<file path="config.mk">
export PLATFORM = sky130hd
export DESIGN_NAME = sram_ctl
export DESIGN_NICKNAME = d
export VERILOG_FILES = /design/src/rtl/sram_ctl_pkg.sv /design/src/rtl/sram_ctl_timer.sv /design/src/rtl/sram_ctl_dpath.sv /design/src/rtl/sram_ctl_seq.sv /design/src/rtl/sram_ctl.sv
export SDC_FILE = /design/constraint.sdc
export NUM_CORES = 1
export LEC_CHECK = 0
export BUFFER_PORTS_ARGS = -buffer_cell sky130_fd_sc_hd__buf_4
export CORE_MARGIN = 5
export CORE_UTILIZATION = 44
export CTS_CLUSTER_SIZE = 8
export DETAILED_ROUTE_END_ITERATION = 8
export PLACE_DENSITY = 0.75
export REMOVE_ABC_BUFFERS = 1
export SKIP_CTS_REPAIR_TIMING = 1
export SLEW_MARGIN = 20
export SYNTH_ARGS = -nofsm -noshare
export SYNTH_HDL_FRONTEND = slang
export SYNTH_SLANG_ARGS = --single-unit
</file>
<file path="constraint.sdc">
create_clock -name clk -period 2.1 [get_ports clk]
set_clock_uncertainty 0.05 [all_clocks]
set_input_delay 0.42 -clock clk [delete_from_list [all_inputs] [get_ports clk]]
set_output_delay 0.42 -clock clk [all_outputs]
set_load 0.005 [all_outputs]
</file>
<file path="src/rtl/sram_ctl_pkg.sv">
// Package: shared state encoding and the nanosecond-to-cycle arithmetic
// used to size every phase. Assumes periods and limits are positive ns.
package sram_ctl_pkg;

    typedef enum logic [2:0] {
        ST_IDLE,
        ST_READ,
        ST_WRITE,
        ST_WHOLD,
        ST_TURN
    } seq_state_t;

    // Ceiling of ns over period, never less than one cycle.
    function automatic int ns_to_cyc(input int ns, input int period);
        int c;
        c = (ns + period - 1) / period;
        return (c < 1) ? 1 : c;
    endfunction

    function automatic int max2(input int a, input int b);
        return (a > b) ? a : b;
    endfunction

    // Read phase: address access equals the grade; OE access is shorter.
    // Any grade other than 55 falls back to the slower limits.
    function automatic int read_ns(input int grade);
        int oe_acc;
        oe_acc = (grade == 55) ? 25 : 35;
        return max2((grade == 55) ? 55 : 70, oe_acc);
    endfunction

    // WE-low phase covers cycle time, pulse width, select/address to end
    // of write and data setup before WE rises.
    function automatic int write_ns(input int grade);
        int cyc_ns, pulse_ns, valid_ns, setup_ns;
        cyc_ns   = (grade == 55) ? 55 : 70;
        pulse_ns = (grade == 55) ? 40 : 55;
        valid_ns = (grade == 55) ? 45 : 60;
        setup_ns = (grade == 55) ? 20 : 30;
        return max2(max2(cyc_ns, pulse_ns), max2(valid_ns, setup_ns));
    endfunction

    localparam int TURN_NS = 25;

endpackage

</file>
<file path="src/rtl/sram_ctl_timer.sv">
// Phase timer: a loadable down-counter that flags when the current phase
// is in its last cycle. Assumes load values fit in CNT_W bits.
module sram_ctl_timer #(
    parameter int CNT_W = 3
) (
    input  logic             clk,
    input  logic             rst_n,
    input  logic             load,
    input  logic [CNT_W-1:0] load_val,
    output logic             expired
);

    logic [CNT_W-1:0] cnt_q;

    // Count down toward zero, reloading at each phase start.
    always_ff @(posedge clk) begin
        if (!rst_n) begin
            cnt_q <= '0;
        end else if (load) begin
            cnt_q <= load_val;
        end else if (cnt_q != '0) begin
            cnt_q <= cnt_q - 1'b1;
        end
    end

    // Zero count marks the final cycle of a phase.
    always_comb begin
        expired = (cnt_q == '0);
    end

endmodule

</file>
<file path="src/rtl/sram_ctl_dpath.sv">
// Datapath: latches the request address and write byte at acceptance and
// captures the bus byte at the end of a read. Holds values between cycles.
module sram_ctl_dpath #(
    parameter int ADDR_W = 16,
    parameter int DATA_W = 8
) (
    input  logic              clk,
    input  logic              rst_n,
    input  logic              cmd_load,
    input  logic              capture,
    input  logic [ADDR_W-1:0] addr,
    input  logic [DATA_W-1:0] wdata,
    input  logic [DATA_W-1:0] mem_dq_in,
    output logic [ADDR_W-1:0] mem_addr,
    output logic [DATA_W-1:0] mem_dq_out,
    output logic [DATA_W-1:0] rdata
);

    // Latch address and write data when a request is taken.
    always_ff @(posedge clk) begin
        if (!rst_n) begin
            mem_addr   <= '0;
            mem_dq_out <= '0;
        end else if (cmd_load) begin
            mem_addr   <= addr;
            mem_dq_out <= wdata;
        end
    end

    // Register the memory byte at the end of the access phase.
    always_ff @(posedge clk) begin
        if (!rst_n) begin
            rdata <= '0;
        end else if (capture) begin
            rdata <= mem_dq_in;
        end
    end

endmodule

</file>
<file path="src/rtl/sram_ctl_seq.sv">
// Sequencer: walks idle -> read or write (+hold) -> turnaround -> idle and
// drives all memory strobes from flops. Assumes phase counts are >= 1.
module sram_ctl_seq
    import sram_ctl_pkg::*;
#(
    parameter int CNT_W  = 3,
    parameter int RD_CYC = 4,
    parameter int WR_CYC = 4,
    parameter int TA_CYC = 2
) (
    input  logic             clk,
    input  logic             rst_n,
    input  logic             req,
    input  logic             wr,
    input  logic             tmr_expired,
    output logic             tmr_load,
    output logic [CNT_W-1:0] tmr_val,
    output logic             cmd_load,
    output logic             capture,
    output logic             cs1_n,
    output logic             cs2,
    output logic             oe_n,
    output logic             we_n,
    output logic             dq_oe,
    output logic             done
);

    seq_state_t state_q;
    logic       accept;

    // Decide acceptance, capture and timer reloads for this cycle.
    always_comb begin
        accept   = (state_q == ST_IDLE) && req;
        cmd_load = accept;
        capture  = (state_q == ST_READ) && tmr_expired;
        tmr_load = accept || capture || (state_q == ST_WHOLD);
        if (accept) begin
            tmr_val = wr ? CNT_W'(WR_CYC - 1) : CNT_W'(RD_CYC - 1);
        end else begin
            tmr_val = CNT_W'(TA_CYC - 1);
        end
    end

    // Advance the cycle state and register every memory control pin.
    always_ff @(posedge clk) begin
        if (!rst_n) begin
            state_q <= ST_IDLE;
            cs1_n   <= 1'b1;
            cs2     <= 1'b0;
            oe_n    <= 1'b1;
            we_n    <= 1'b1;
            dq_oe   <= 1'b0;
            done    <= 1'b0;
        end else begin
            done <= 1'b0;
            case (state_q)
                ST_IDLE: begin
                    if (req) begin
                        cs1_n <= 1'b0;
                        cs2   <= 1'b1;
                        if (wr) begin
                            we_n    <= 1'b0;
                            dq_oe   <= 1'b1;
                            state_q <= ST_WRITE;
                        end else begin
                            oe_n    <= 1'b0;
                            state_q <= ST_READ;
                        end
                    end
                end
                ST_READ: begin
                    if (tmr_expired) begin
                        cs1_n   <= 1'b1;
                        cs2     <= 1'b0;
                        oe_n    <= 1'b1;
                        done    <= 1'b1;
                        state_q <= ST_TURN;
                    end
                end
                ST_WRITE: begin
                    if (tmr_expired) begin
                        we_n    <= 1'b1;
                        state_q <= ST_WHOLD;
                    end
                end
                ST_WHOLD: begin
                    cs1_n   <= 1'b1;
                    cs2     <= 1'b0;
                    dq_oe   <= 1'b0;
                    done    <= 1'b1;
                    state_q <= ST_TURN;
                end
                ST_TURN: begin
                    if (tmr_expired) begin
                        state_q <= ST_IDLE;
                    end
                end
                default: state_q <= ST_IDLE;
            endcase
        end
    end

endmodule

</file>
<file path="src/rtl/sram_ctl.sv">
// Top: asynchronous SRAM cycle controller. Derives phase lengths from the
// clock period and speed grade, then wires timer, sequencer and datapath.
// Assumes the memory bus is resolved outside from mem_dq_out/mem_dq_oe.
module sram_ctl
    import sram_ctl_pkg::*;
#(
    parameter int CLK_PERIOD_NS = 20,
    parameter int SPEED_GRADE   = 70,
    parameter int ADDR_W        = 16,
    parameter int DATA_W        = 8
) (
    input  logic              clk,
    input  logic              rst_n,
    input  logic              req,
    input  logic              wr,
    input  logic [ADDR_W-1:0] addr,
    input  logic [DATA_W-1:0] wdata,
    output logic [DATA_W-1:0] rdata,
    output logic              done,
    output logic [ADDR_W-1:0] mem_addr,
    output logic              mem_cs1_n,
    output logic              mem_cs2,
    output logic              mem_oe_n,
    output logic              mem_we_n,
    output logic [DATA_W-1:0] mem_dq_out,
    input  logic [DATA_W-1:0] mem_dq_in,
    output logic              mem_dq_oe
);

    localparam int RD_CYC = ns_to_cyc(read_ns(SPEED_GRADE), CLK_PERIOD_NS);
    localparam int WR_CYC = ns_to_cyc(write_ns(SPEED_GRADE), CLK_PERIOD_NS);
    localparam int TA_CYC = ns_to_cyc(TURN_NS, CLK_PERIOD_NS);
    localparam int MAX_CYC = max2(max2(RD_CYC, WR_CYC), TA_CYC);
    localparam int CNT_W  = $clog2(MAX_CYC + 1);

    logic             tmr_load;
    logic [CNT_W-1:0] tmr_val;
    logic             tmr_expired;
    logic             cmd_load;
    logic             capture;

    sram_ctl_timer #(
        .CNT_W (CNT_W)
    ) u_timer (
        .clk      (clk),
        .rst_n    (rst_n),
        .load     (tmr_load),
        .load_val (tmr_val),
        .expired  (tmr_expired)
    );

    sram_ctl_seq #(
        .CNT_W  (CNT_W),
        .RD_CYC (RD_CYC),
        .WR_CYC (WR_CYC),
        .TA_CYC (TA_CYC)
    ) u_seq (
        .clk         (clk),
        .rst_n       (rst_n),
        .req         (req),
        .wr          (wr),
        .tmr_expired (tmr_expired),
        .tmr_load    (tmr_load),
        .tmr_val     (tmr_val),
        .cmd_load    (cmd_load),
        .capture     (capture),
        .cs1_n       (mem_cs1_n),
        .cs2         (mem_cs2),
        .oe_n        (mem_oe_n),
        .we_n        (mem_we_n),
        .dq_oe       (mem_dq_oe),
        .done        (done)
    );

    sram_ctl_dpath #(
        .ADDR_W (ADDR_W),
        .DATA_W (DATA_W)
    ) u_dpath (
        .clk        (clk),
        .rst_n      (rst_n),
        .cmd_load   (cmd_load),
        .capture    (capture),
        .addr       (addr),
        .wdata      (wdata),
        .mem_dq_in  (mem_dq_in),
        .mem_addr   (mem_addr),
        .mem_dq_out (mem_dq_out),
        .rdata      (rdata)
    );

endmodule

</file>
==> results.toml, run 1 <==
[status]
status = "completed"

[cts]
h-tree-depth = 2
clockBufferDepth = 2
cts_tree = "yes"
clock_sinks = 44
clk_pin_slew_ns = 0.08
root_buffer = "clkbuf_8"
cts_made_buffers = 5
insertion_delay_ns = 0.29

[yosys]
ys_top_cells_by_area = "dfxtp_1, nand2_1, a21oi_1"
syn_avg_cell_area_um2 = 8.89
synthSimpleGateAreaFrac_pct = 20.4
synth-seq-cells = 44
synth_mux_area_share_pct = 5.39
synth_top_area_share_pct = 52.7
synthArstFlopShare_pct = 0
synth_top_family_by_area = "simple AND/OR/NAND/NOR gates"
ys_types = 29
synthAdderAreaFrac_pct = 1.50
synthTopCellsByCount = "nand2_1, dfxtp_1, a21oi_1"
netlist_area_um2 = 1670
yosysTopAreaCell = "dfxtp_1"
yosys_most_used_dff = "dfxtp_1"
synth_compound_area_share_pct = 13.7
synth_edf_count = 0
yosysWarningCount = 0
synthXorXnorAreaFrac_pct = 0.524
synth_most_common_cell = "nand2_1"
yosysSeqAreaShare_pct = 52.7
synth_cells = 188

[floorplan]
die_w_um = 71.6
initial_utilization_pct = 45.7
io_pins = 74
dieArea_um2 = 5130
fp-row-count = 22
die_h_um = 71.6
core_area_um2 = 3660

[detailed_routing]
totalWireLength_um = 3670
wl_per_cell_um = 11.8
drt-pass1-iter-count = 4
drc = 0
viasPerCell = 4.81
vias = 1491
drtIter0Drc = 100
antenna_left = 0

[sta]
whs_ns = 0.246
slew_headroom_pct = 61.2
setup_tns_ns = 0
finalCritPeriodShare_pct = 80.0
slew_viol_final = 0
rsz0062_at_grt = "no"
max_freq_mhz = 595
worst_pin_slew_ns = 0.578
setup_viol = 0
hold_viol = 0
period_needed_ns = 1.68

[power_and_ir_drop]
pwr-share-seq_pct = 45.2
ir_worst_vdd_mv = 0.540
p_clk_share_pct = 22.7
combPwrFrac_pct = 32.1
swShare_pct = 31.4
p_leak_nw = 1.03
powerDensity_nw_per_um2 = 1020
switchingPower_mw = 0.741
p_int_mw = 1.62

[flow_run]
maxCapViolCount = 0

[finish]
antenna_cells = 0
area_growth_pct = 38.9
drive_gt1_share_pct = 34.0
layout.nets = 299

[global_routing]
antenna_found_initial = 0
track_usage_pct = 14.7
grt_max_degree = 29
grt_overflow_total = 0
grt_pass1_vias = 1414
grt_pass1_wl_um = 6150

[worst_setup_path]
endpoint_kind = "flop"
critPathKind = "reg2reg"
reg2reg_slack_ns = 0.42
required_ns = 2.20
critPathLaunchType = "flop"
reg2regPathDepth = 6
worstSetupStartpoint = "u_timer.cnt_q[0]"
timing.rr.start = "u_timer.cnt_q[0]"
cp_data_arrival_time_ns = 1.78
setup.worst_path.end = "u_timer.cnt_q[1]"
critPathMaxFanout = 6
r2r-end = "u_timer.cnt_q[1]"

[min_path]
hp-class = "in2reg"

[placed_design]
gp_congestion = 0.809
dp_hpwl_um = 2730
port_buffers = 73
## layout by cell type, fill, tap and decap left out, types with 2 or more instances in the layout
| cell | count |
|---|---|
| buf_4 | 77 |
| nand2_1 | 51 |
| dfxtp_1 | 44 |
| a21oi_1 | 28 |
| nor2_1 | 14 |
| mux2i_1 | 9 |
| clkbuf_8 | 6 |
| o21ai_0 | 4 |
| inv_1 | 3 |
| nor4_1 | 2 |
| nor2b_1 | 2 |
| nor3_1 | 2 |
| a211oi_1 | 2 |
| a31oi_1 | 2 |
| ha_1 | 2 |
## worst max-delay path: stages, from the launching register on
cell,delay (ns)
dfxtp_1,0.30
inv_1,0.10
ha_1,0.20
nor2b_1,0.39
o21ai_0,0.25
o211ai_1,0.16
a21oi_1,0.09
## registers in the layout, indices dropped and copies added (netlist names), 3 cells and up
| register | flops |
|---|---|
| u_dpath.mem_addr | 16 |
| u_dpath.mem_dq_out | 8 |
| u_dpath.rdata | 8 |
| u_seq.state_q | 3 |
| u_timer.cnt_q | 3 |
## layer usage
| layer | track usage [%] | wire (um) | vias up |
|---|---|---|---|
| li1 | - | - | 765 |
| met1 | 16.5 | 1540 | 668 |
| met2 | 25.4 | 1740 | 54 |
| met3 | 5.61 | 360 | 4 |
| met4 | 4.80 | 31 | 0 |
| met5 | 0 | 0 | - |
## cells by family after synthesis
family / after synthesis
simple gates: 76
fa+ha+maj: 2
buf+inv: 15
flops: 44
xor+xnor: 1
compound gates: 41
mux: 9
## final cells by class
class                   instances  area, um2
fillers                       337       1340
flip-flops and latches         44        881
multi-input cells             129        694
repair buffers                 77        578
clock buffers                   7       86.3
well taps                      48       60.1
inverters                       4       15.0
clock inverters                 1       7.51
## through the flow
| step | power (mW) | instance area, um2 | setup slack, ns | std cells | util [%] |
|---|---|---|---|---|---|
| finish | 2.36 | 2320 | 0.420 | 310 | 63.4 |
| global route | 2.53 | 2320 | 0.242 | 310 | 63.4 |
| CTS | 2.38 | 2320 | 0.418 | 310 | 63.4 |
| detailed placement | 1.85 | 2230 | 0.441 | 302 | 60.9 |
| global placement | 1.83 | 2230 | 0.453 | 302 | 60.9 |
| floorplan | 1.52 | 1590 | 0.340 | 177 | - |
## power by group through the flow
stage               Combinational (mW)  Sequential [mW]  Clock, mW
global placement                 0.756             1.08          0
floorplan                        0.438             1.08          0
finish                           0.757             1.06      0.535
global route                     0.843             1.09      0.597
CTS                              0.773             1.07      0.546
detailed placement               0.767             1.08          0
## worst min-delay path by stage
stage	startpoint	to	cells after the start
2_1_floorplan	u_seq.oe_n	u_seq.oe_n	2
3_3_place_gp	u_dpath.mem_dq_out[4]	u_dpath.mem_dq_out[4]	2
3_5_place_dp	u_dpath.mem_dq_out[5]	u_dpath.mem_dq_out[5]	2
4_1_cts	rst_n	u_seq.cs1_n	2
5_1_grt	rst_n	u_seq.cs1_n	2
6_report	rst_n	u_seq.cs1_n	2
(Power assumes the default switching activity.)
==> inputs of run 2 (changes only) <==
--- a/config.mk
+++ b/config.mk
@@ -5,9 +5,10 @@
 export SDC_FILE = /design/constraint.sdc
 export NUM_CORES = 1
 export LEC_CHECK = 0
+export ABC_AREA = 1
 export BUFFER_PORTS_ARGS = -buffer_cell sky130_fd_sc_hd__buf_4
 export CORE_MARGIN = 5
-export CORE_UTILIZATION = 44
+export CORE_UTILIZATION = 42
 export CTS_CLUSTER_SIZE = 8
 export DETAILED_ROUTE_END_ITERATION = 8
 export PLACE_DENSITY = 0.75
==> constraint.sdc (replaced) <==
create_clock -name clk -period 1.5 [get_ports clk]
set_clock_uncertainty 0.05 [all_clocks]
set_input_delay 0.3 -clock clk [delete_from_list [all_inputs] [get_ports clk]]
set_output_delay 0.3 -clock clk [all_outputs]
set_load 0.005 [all_outputs]
==> results.toml, run 2 <==
[worst_setup_path]
endpoint_kind = "flop"
cp_data_arrival_time_ns = 1.54
timing.rr.start = "u_timer.cnt_q[0]"
critPathLaunchType = "flop"
critPathMaxFanout = 7
required_ns = 1.63
r2r-end = "u_dpath.rdata[6]"
critPathKind = "reg2reg"
reg2regPathDepth = 8
reg2reg_slack_ns = 0.09

[cts]
clk_pin_slew_ns = 0.08
cts_made_buffers = 5
clock_sinks = 44
insertion_delay_ns = 0.28
clockBufferDepth = 2
root_buffer = "clkbuf_8"
cts_tree = "yes"
h-tree-depth = 2

[finish]
layout.nets = 336
top_regs = "u_dpath.mem_addr x16, u_dpath.mem_dq_out x8, u_dpath.rdata x8"
final_common_cell = "buf_4"
stdcell_area_um2 = 2420
drive_gt1_share_pct = 33.8
antenna_cells = 0
largest_reg_flops = 16
area_growth_pct = 41.1
fin_util_pct = 61.0
regMostFlops = "u_dpath.mem_addr"
final_cell_mix = "buf_4, nand2_1, dfxtp_1"

[flow_run]
maxCapViolCount = 0

[yosys]
synth_top_area_share_pct = 51.3
syn_avg_cell_area_um2 = 7.80
synthTopCellsByCount = "nand2_1, dfxtp_1, a21oi_1, nor2_1, o21ai_0"
yosysWarningCount = 0
synth-seq-cells = 44
yosysSeqAreaShare_pct = 51.3
ys_top_cells_by_area = "dfxtp_1, nand2_1, a21oi_1"
synth_most_common_cell = "nand2_1"
synth_cells = 220
yosysTopAreaCell = "dfxtp_1"
yosys_most_used_dff = "dfxtp_1"
ys_types = 21
netlist_area_um2 = 1720
synthArstFlopShare_pct = 0
synth_edf_count = 0

[sta]
slew_headroom_pct = 74.3
period_needed_ns = 1.41
hold_viol = 0
rsz0062_at_grt = "yes"
max_freq_mhz = 710
setup_viol = 0
slew_viol_final = 0
worst_pin_slew_ns = 0.386
finalCritPeriodShare_pct = 93.9
setup_tns_ns = 0

[floorplan]
dieArea_um2 = 5470
die_w_um = 73.9
initial_utilization_pct = 43.2
io_pins = 74
fp-row-count = 23
die_h_um = 73.9
core_area_um2 = 3970

[global_routing]
track_usage_pct = 15.1
antenna_found_initial = 0
grt_overflow_total = 0
grt_pass1_vias = 1519
grt_pass1_wl_um = 6580
grt_max_degree = 26

[detailed_routing]
vias = 1635
drt-pass1-iter-count = 4
drc = 0
drtIter0Drc = 155
antenna_left = 0
wl_per_cell_um = 11.7
viasPerCell = 4.68
totalWireLength_um = 4090

[power_and_ir_drop]
powerDensity_nw_per_um2 = 1700
p_leak_nw = 1.15
ir_worst_vdd_mv = 0.771

[placed_design]
gp_congestion = 0.884
place_area_um2 = 2320
dp_hpwl_um = 3050
port_buffers = 73

[min_path]
holdPathEnd = "u_dpath.rdata[2]"
min_path_cells = 3
hold_start = "mem_dq_in[2]"
hp-class = "in2reg"

[status]
status = "completed"
run 2: changes by cell type after synthesis, sizes merged, moves of 3 or more:
cell   before  now
nor2       14   32
nand2      51   65
o21ai       4   14
mux2i       9    0
inv         3   11
nand3       0    4
buf         8    5
run 2: cells by family after synthesis:
family / share of synthesized area, %
AO/OA/AOI/OAI: 13.5
XOR/XNOR: 1.02
adder cells (fa/ha/maj): 1.46
buffers and inverters: 7.14
flip-flops: 51.3
AND/OR/NAND/NOR: 25.6
run 2: how the worst max path moves through the flow:
stage                      from                to  depth (start not counted)
2_1_floorplan  u_seq.state_q[2]         u_seq.cs2                          7
3_3_place_gp   u_timer.cnt_q[0]  u_dpath.rdata[5]                          8
3_5_place_dp   u_timer.cnt_q[0]  u_dpath.rdata[1]                          8
4_1_cts        u_timer.cnt_q[0]  u_dpath.rdata[3]                          8
5_1_grt        u_timer.cnt_q[0]  u_dpath.rdata[4]                          8
6_report       u_timer.cnt_q[0]  u_dpath.rdata[6]                          8
run 2: where the power goes:
group	switching (mW)	internal (mW)	total, mW	leakage, nW
sequential	0.177	1.47	1.65	0.361
combinational	0.935	0.823	1.76	0.742
clock	0.384	0.324	0.709	0.0479
total	1.50	2.62	4.12	1.15
run 2: layer usage:
metal  track usage, %  vias up  part of all wire, %
li1                 -      857                    -
met1             18.6      734                   41
met2             25.6       42                   53
met3             3.65        2                  5.4
met4             5.43        0                 0.78
met5                0        -                    0
run 2: worst max-delay path, stage by stage, from the launching register on:
cell     delay, ns
dfxtp_1       0.34
inv_1         0.07
ha_1          0.22
nand2_2       0.10
buf_6         0.12
nor2_4        0.05
buf_4         0.14
o21ai_0       0.16
nor2_1        0.06
run 2: cell type report:
cell class | count | area [um2]
fill | 376 | 1550
sequential | 44 | 882
multi-input combinational | 154 | 718
timing repair buffer | 81 | 624
clock buffer | 5 | 68.8
tap | 50 | 62.6
inverter | 12 | 47.5
clock inverter | 3 | 18.8
run 2: per-stage QoR:
stage	hold slack, ns	power (mW)	instances	worst slack (ns)
floorplan	0.319	2.60	210	-0.0929
global placement	0.397	3.36	340	0.0771
detailed placement	0.405	3.38	340	0.0328
CTS	0.178	4.11	348	0.00941
global route	0.189	4.47	349	-0.0173
finish	0.187	4.12	349	0.0912
==> inputs of run 3 (changes only) <==
--- a/config.mk
+++ b/config.mk
@@ -12,6 +12,7 @@
 export CTS_CLUSTER_SIZE = 8
 export DETAILED_ROUTE_END_ITERATION = 8
 export PLACE_DENSITY = 0.75
+export RECOVER_POWER = 100
 export REMOVE_ABC_BUFFERS = 1
 export SKIP_CTS_REPAIR_TIMING = 1
 export SLEW_MARGIN = 20
==> results.toml, run 3 (synthesis results as in run 2) <==
[status]
status = "completed"

[finish]
fin_util_pct = 60.7
top_regs = "u_dpath.mem_addr x16, u_dpath.mem_dq_out x8, u_dpath.rdata x8"
stdcell_count = 349
largest_reg_flops = 16
final_cell_mix = "nand2_1, dfxtp_1, buf_4"
final_common_cell = "nand2_1"
n_fill_cell = 378
antenna_cells = 0
layout.nets = 336
drive_gt1_share_pct = 32.8
area_growth_pct = 40.5
stdcell_area_um2 = 2410
regMostFlops = "u_dpath.mem_addr"

[worst_setup_path]
endpoint_kind = "flop"
reg2reg_slack_ns = 0.09
r2r-end = "u_dpath.rdata[6]"
slowest_delay_ns = 0.34
cp_data_arrival_time_ns = 1.54
path_cells = "inv_1 > ha_1 > nand2_2 > buf_6 > nor2_4 > buf_4 > o21ai_0 > nor2_1"
timing.rr.start = "u_timer.cnt_q[0]"
critPathSlowestCell = "dfxtp_1"
critPathLaunchType = "flop"
cp_top_family = "flip-flops"
critPathMaxFanout = 7
required_ns = 1.63
critPathKind = "reg2reg"
reg2regPathDepth = 8
worst-path-buf-inv = 3

[detailed_routing]
vias = 1638
drc = 0
wl_met3_um = 219
wl_per_cell_um = 11.7
drt-pass1-iter-count = 4
highest_layer = "met4"
wl_met1_um = 1660
drtIter0Drc = 114
totalWireLength_um = 4070
antenna_left = 0
viasPerCell = 4.69
wl_met2_um = 2140

[cts]
cts_tree = "yes"
h-tree-depth = 2
clock_sinks = 44
clockBufferDepth = 2
root_buffer = "clkbuf_8"
cts_made_buffers = 5
insertion_delay_ns = 0.28
clk_pin_slew_ns = 0.08

[sta]
worst_pin_slew_ns = 0.388
setup_viol = 0
finalCritPeriodShare_pct = 93.9
slew_headroom_pct = 74.1
slew_viol_final = 0
rsz0062_at_grt = "yes"
max_freq_mhz = 710
fin_ws_ns = 0.0913
hold_viol = 0
period_needed_ns = 1.41

[power_and_ir_drop]
p_leak_nw = 1.12
ir_worst_vdd_mv = 0.772
powerDensity_nw_per_um2 = 1690

[min_path]
holdPathEnd = "u_dpath.rdata[2]"
min_path_cells = 3
hold_start = "mem_dq_in[2]"
hp-class = "in2reg"

[floorplan]
fp-row-count = 23
dieArea_um2 = 5470
die_h_um = 73.9
initial_utilization_pct = 43.2
core_area_um2 = 3970
io_pins = 74
die_w_um = 73.9

[placed_design]
dp_slack_ns = 0.0328
gp_congestion = 0.884
port_buffers = 73
dp_hpwl_um = 3050
place_area_um2 = 2320
dp.cells = 340

[flow_run]
maxCapViolCount = 0

[global_routing]
antenna_found_initial = 0
grt_overflow_total = 0
grt_pass1_vias = 1519
track_usage_pct = 15.1
grt_max_degree = 26
grt_pass1_wl_um = 6580
[run 3: where the power goes]
group	total (mW)	internal, mW	switching [mW]
Combinational	1.73	0.792	0.937
Clock	0.708	0.324	0.384
Sequential	1.64	1.47	0.171
[run 3: area by class of cell]
| type | count | area, um2 | area share [%] |
|---|---|---|---|
| inverters | 12 | 47.5 | 1.97 |
| clock buffers | 5 | 68.8 | 2.85 |
| repair buffers | 81 | 613 | 25.4 |
| multi-input cells | 154 | 718 | 29.8 |
| clock inverters | 3 | 18.8 | 0.778 |
| well taps | 50 | 62.6 | 2.59 |
| flip-flops and latches | 44 | 882 | 36.6 |
[run 3: stage by stage]
step                      total power, mW  hold slack [ns]  TNS (ns)
after CTS                            4.11            0.178         0
after floorplan                      2.60            0.319     -1.16
after detailed placement             3.38            0.405         0
final                                4.08            0.187         0
after global placement               3.36            0.397         0
after global routing                 4.43            0.189   -0.0469
[run 3: worst max-delay path by stage]
stage	start	end	slack (ns)	cells past startpoint
final	u_timer.cnt_q[0]	u_dpath.rdata[6]	0.09	8
after global placement	u_timer.cnt_q[0]	u_dpath.rdata[5]	0.08	8
after detailed placement	u_timer.cnt_q[0]	u_dpath.rdata[1]	0.03	8
after floorplan	u_seq.state_q[2]	u_seq.cs2	-0.09	7
after global routing	u_timer.cnt_q[0]	u_dpath.rdata[4]	-0.02	8
after CTS	u_timer.cnt_q[0]	u_dpath.rdata[3]	0.009	8
[run 3: metal layers]
metal	up-vias	track usage, %
li1	857	-
met1	734	18.6
met2	43	25.6
met3	4	3.65
met4	0	5.43
met5	-	0
[run 3: worst register-to-register path, cell delays in order (launching register included)]
cell and delay, ns:
dfxtp_1 0.34, inv_1 0.07, ha_1 0.22, nand2_2 0.10, buf_6 0.13, nor2_4 0.05
buf_4 0.14, o21ai_0 0.16, nor2_1 0.06
